**config.mk**
```make
export PLATFORM = sky130hd
export DESIGN_NAME = trellis_half_enc
export DESIGN_NICKNAME = d
export VERILOG_FILES = /design/src/rtl/trellis_half_enc.sv
export SDC_FILE = /design/constraint.sdc
export NUM_CORES = 1
export LEC_CHECK = 0
export BUFFER_PORTS_ARGS = -buffer_cell sky130_fd_sc_hd__buf_2
export CORE_ASPECT_RATIO = 1.4
export CORE_MARGIN = 2
export CORE_UTILIZATION = 53
export DETAILED_ROUTE_END_ITERATION = 8
export PLACE_DENSITY = 0.74
export SYNTH_ARGS = -nofsm -noshare
export SYNTH_HDL_FRONTEND = slang
export SYNTH_SLANG_ARGS = --single-unit
```
**constraint.sdc**
```tcl
create_clock -name clk -period 3.7 [get_ports clk]
set_clock_uncertainty 0.05 [all_clocks]
set_input_delay 0.555 -clock clk [delete_from_list [all_inputs] [get_ports clk]]
set_output_delay 0.555 -clock clk [all_outputs]
set_load 0.01 [all_outputs]
```
**src/rtl/trellis_half_enc.sv**
```systemverilog
module trellis_half_enc #(
  parameter int MAX_FRAME = 1200,
  localparam int LW = $clog2(MAX_FRAME + 1)
) (
  input  logic          clk,
  input  logic          rst_n,
  input  logic          frame_start,
  input  logic [LW-1:0] frame_len,
  input  logic          in_valid,
  input  logic          in_bit,
  output logic          in_ready,
  output logic          out_valid,
  output logic [1:0]    out_sym,
  output logic          out_last,
  input  logic          out_ready
);
  localparam logic [LW-1:0] MAXL = LW'(MAX_FRAME);

  logic          prev_q;
  logic [LW-1:0] cnt_q, len_q;
  logic [LW-1:0] len_new, len_eff, cnt_eff;
  logic          prev_eff, accept, eof;

  assign in_ready = ~out_valid | out_ready;
  assign accept   = in_valid & in_ready;
  assign len_new  = (frame_len == '0 || frame_len > MAXL) ? MAXL : frame_len;
  assign len_eff  = frame_start ? len_new : len_q;
  assign cnt_eff  = frame_start ? '0 : cnt_q;
  assign prev_eff = frame_start ? 1'b0 : prev_q;
  assign eof      = (cnt_eff == len_eff - 1'b1);

  always_ff @(posedge clk) begin
    if (!rst_n) begin
      prev_q    <= 1'b0;
      cnt_q     <= '0;
      len_q     <= MAXL;
      out_valid <= 1'b0;
      out_sym   <= 2'b00;
      out_last  <= 1'b0;
    end else begin
      if (frame_start) begin
        len_q  <= len_new;
        cnt_q  <= '0;
        prev_q <= 1'b0;
      end
      if (accept) begin
        out_sym   <= {in_bit, ~(in_bit ^ prev_eff)};
        out_last  <= eof;
        prev_q    <= eof ? 1'b0 : in_bit;
        cnt_q     <= eof ? '0 : cnt_eff + 1'b1;
        out_valid <= 1'b1;
      end else if (out_ready) begin
        out_valid <= 1'b0;
      end
    end
  end
endmodule


```
==> metrics <==
share of layout cells above drive strength 1=19.2%; fmax=a little under 300 MHz; Placer Congestion=0.942; top_reg_cell synth=dfxtp_1; Final HPWL DP=4480 um; CORE AREA=~3600 um2; total gr overflow=0; Clk pin slew, worst setup/hold paths=110 ps; fill count=352; crit path DAT=roughly 3500 ps; # clock sinks=27; clock root buffer=clkbuf_8; DRT antenna net count=0; Synth cell types=51; Mapped Cells=259; register area=around 540 um2; largest net degree at the start of global routing=22; vias in the first global route=2104; fraction of registers with async set/reset=0%; Post CTS Setup Buffer Count=0; RSZ-0062 raised after global routing=no; Required @ worst endpoint=3830 ps; EDFF count, synth=0; crit end category=register; part of the power in combinational logic=25.0%; Synth Warn #=0; setup violators final=0; initial antenna violation count=0; first-pass GRT wire length=9740 um; CP Class=in -> reg; FF+latch count, synth=27; critical-path maximum fanout=10; final net count=307; pre-CTS WS=-72.0 ps; Max Root-Sink Buffers=2; Final Util=62.3%; Worst-Skew Late Latency=280 ps; GRT Util Overall=between 20 and 30%; Max-slew headroom=between 50% and 60%; io pins=22; Multi-input gate area=between 1000 and 1500 um2; Die H=76.6 um; setup ws final=292 ps; Post-Syn Area=1990 um2; drt first-iter violations=111; DIE AREA=around 4300 um2; WL final=5800 um; DR WL/cell=17.6 um; Worst setup SP type=input pin; CTS tree=yes; setup tns final=0 ps; vias per cell=~6.4; Area Overhead vs Synth=13.7%; clock network fraction of design power=27.8%; register area share after synthesis=between 20 and 30%; CTS HTree Levels=1; switching power=0.000209 W; leak pwr=around 0.86 nW; MaxCap Viol Count=0; Synthesized Nets=roughly 280; synthesized area per cell=approximately 7.7 um2; Power Internal=approximately 0.00045 W; CTS buffer count=3; min-delay worst type=reg -> reg; slew of the pin with the lowest slew margin=approximately 730 ps; status=finished, final reports clean; worst hold stages=2; power density over the cells=289 nW/um2; Port Buffers=21; # diodes=0; Switching Share=31.9%; crit path time final=3410 ps; max-slew violation count=0; total iterations of the first detailed-routing run=5; peak supply drop=around 0.25 mV; via count=2102; cells on worst reg2reg path=9; sequential share of power=between 40% and 50%; DR DRC count=0; die width=55.8 um; crit share post-route=between 90 and 100%; row cnt=26; Starting Density=54.7%; final hold violation count=0
==> final timing paths <==
kind | slack (ps) | from | to
worst max-delay path | 290 | frame_len[7] | cnt_q[5]$_SDFF_PN0_
worst min-delay path | 420 | out_sym[0]$_SDFFE_PN0P_ | out_sym[0]$_SDFFE_PN0P_
worst max register to register | 800 | len_q[5]$_SDFF_PN1_ | cnt_q[5]$_SDFF_PN0_
worst min register to register | 420 | out_sym[0]$_SDFFE_PN0P_ | out_sym[0]$_SDFFE_PN0P_
==> registers in the layout, indices dropped and copies added, names as in the netlist <==
name,cells
len_q,11
cnt_q,11
prev_q,1
out_last,1
out_sym,2
out_valid,1
==> placed cells by master, fill, tap and decap left out, types with 7 or more instances in the layout <==
| master | count |
|---|---|
| a21boi_0 | 8 |
| a21oi_1 | 7 |
| buf_2 | 21 |
| buf_4 | 16 |
| dfxtp_1 | 27 |
| nand2_1 | 26 |
| nand3_1 | 10 |
| nand4_1 | 8 |
| nor2_1 | 22 |
| nor2b_1 | 10 |
| nor3_1 | 14 |
| o21ai_0 | 10 |
| o22ai_1 | 8 |
| xnor2_1 | 17 |
==> synthesized netlist by cell type (4+ instances only) <==
| library cell | number | area [um2] |
|---|---|---|
| clkbuf_1 | 8 | 30.0 |
| nand2b_1 | 4 | 25.0 |
| o21ai_0 | 10 | 50.1 |
| and3_1 | 4 | 25.0 |
| nand4_1 | 8 | 50.1 |
| xnor2_1 | 17 | 149 |
| nand2_1 | 26 | 97.6 |
| or2_2 | 5 | 31.3 |
| a21oi_1 | 7 | 35.0 |
| nor4_1 | 4 | 25.0 |
| or3_1 | 5 | 31.3 |
| inv_1 | 6 | 22.5 |
| o22ai_1 | 8 | 50.1 |
| dfxtp_1 | 27 | 541 |
| xor2_1 | 5 | 43.8 |
| nor2_1 | 22 | 82.6 |
| a21boi_0 | 8 | 60.1 |
| nor3_1 | 14 | 70.1 |
| nand3_1 | 10 | 50.1 |
| nor2b_1 | 10 | 62.6 |
==> repair_timing <==
action,CTS,global route
hold endpoints to repair,0,0
gates resized for setup,0,2
endpoints found under the setup margin,0,10
hold buffers,0,0
==> cell families after synthesis <==
family          count (synthesis)  synth area share (%)
compound gates                 62                  23.5
fa+ha+maj                       2                  1.25
buf+inv                        19                  4.39
simple gates                  127                  34.1
xor+xnor                       22                  9.66
flops                          27                  27.1
==> layout make-up <==
| type | instances | area share [%] |
|---|---|---|
| repair buffers | 37 | 9.93 |
| multi-input cells | 213 | 60.8 |
| inverters | 6 | 0.993 |
| clock inverters | 1 | 0.331 |
| flip-flops and latches | 27 | 23.8 |
| clock buffers | 3 | 1.82 |
| well taps | 42 | 2.32 |
==> metrics by stage <==
| step | cells | hold WS, ps | area [um2] | total power, W |
|---|---|---|---|---|
| floorplan | 259 | 421 | 1990 | 0.000415 |
| global placement | 325 | 399 | 2210 | 0.000475 |
| detailed placement | 325 | 406 | 2210 | 0.000475 |
| CTS | 329 | 420 | 2260 | 0.000650 |
| global route | 329 | 443 | 2270 | 0.000683 |
| finish | 329 | 421 | 2270 | 0.000656 |
==> per-layer routing <==
layer | wire length (um) | track usage [%] | vias up | share of wire (%)
met2 | 2900 | 48.3 | 79 | 50
li1 | - | - | 1008 | -
met5 | 0 | 0 | - | 0
met3 | 244 | 3.06 | 21 | 4.2
met4 | 206 | 13.3 | 0 | 3.6
met1 | 2450 | 34.2 | 994 | 42
==> critical path, stage by stage <==
cell and delay (ps):
buf_2 110, buf_4 170, a211o_1 260, a2bb2oi_1 200
and2_0 220, a31oi_1 130, ha_1 360, a2bb2oi_1 170
o211ai_1 100, nand2_1 100, o2111ai_1 100, and4bb_1 310
nand4_1 160, o41ai_4 300, buf_4 220, nor3_1 70
==> power groups by stage <==
stage	clock network, W	registers [W]	logic, W
after floorplan	0	0.000314	0.000101
after global placement	0	0.000316	0.000159
after detailed placement	0	0.000316	0.000159
after CTS	0.000180	0.000309	0.000160
after global routing	0.000193	0.000311	0.000179
final	0.000182	0.000310	0.000164
Power figures use the tool's default switching activity.
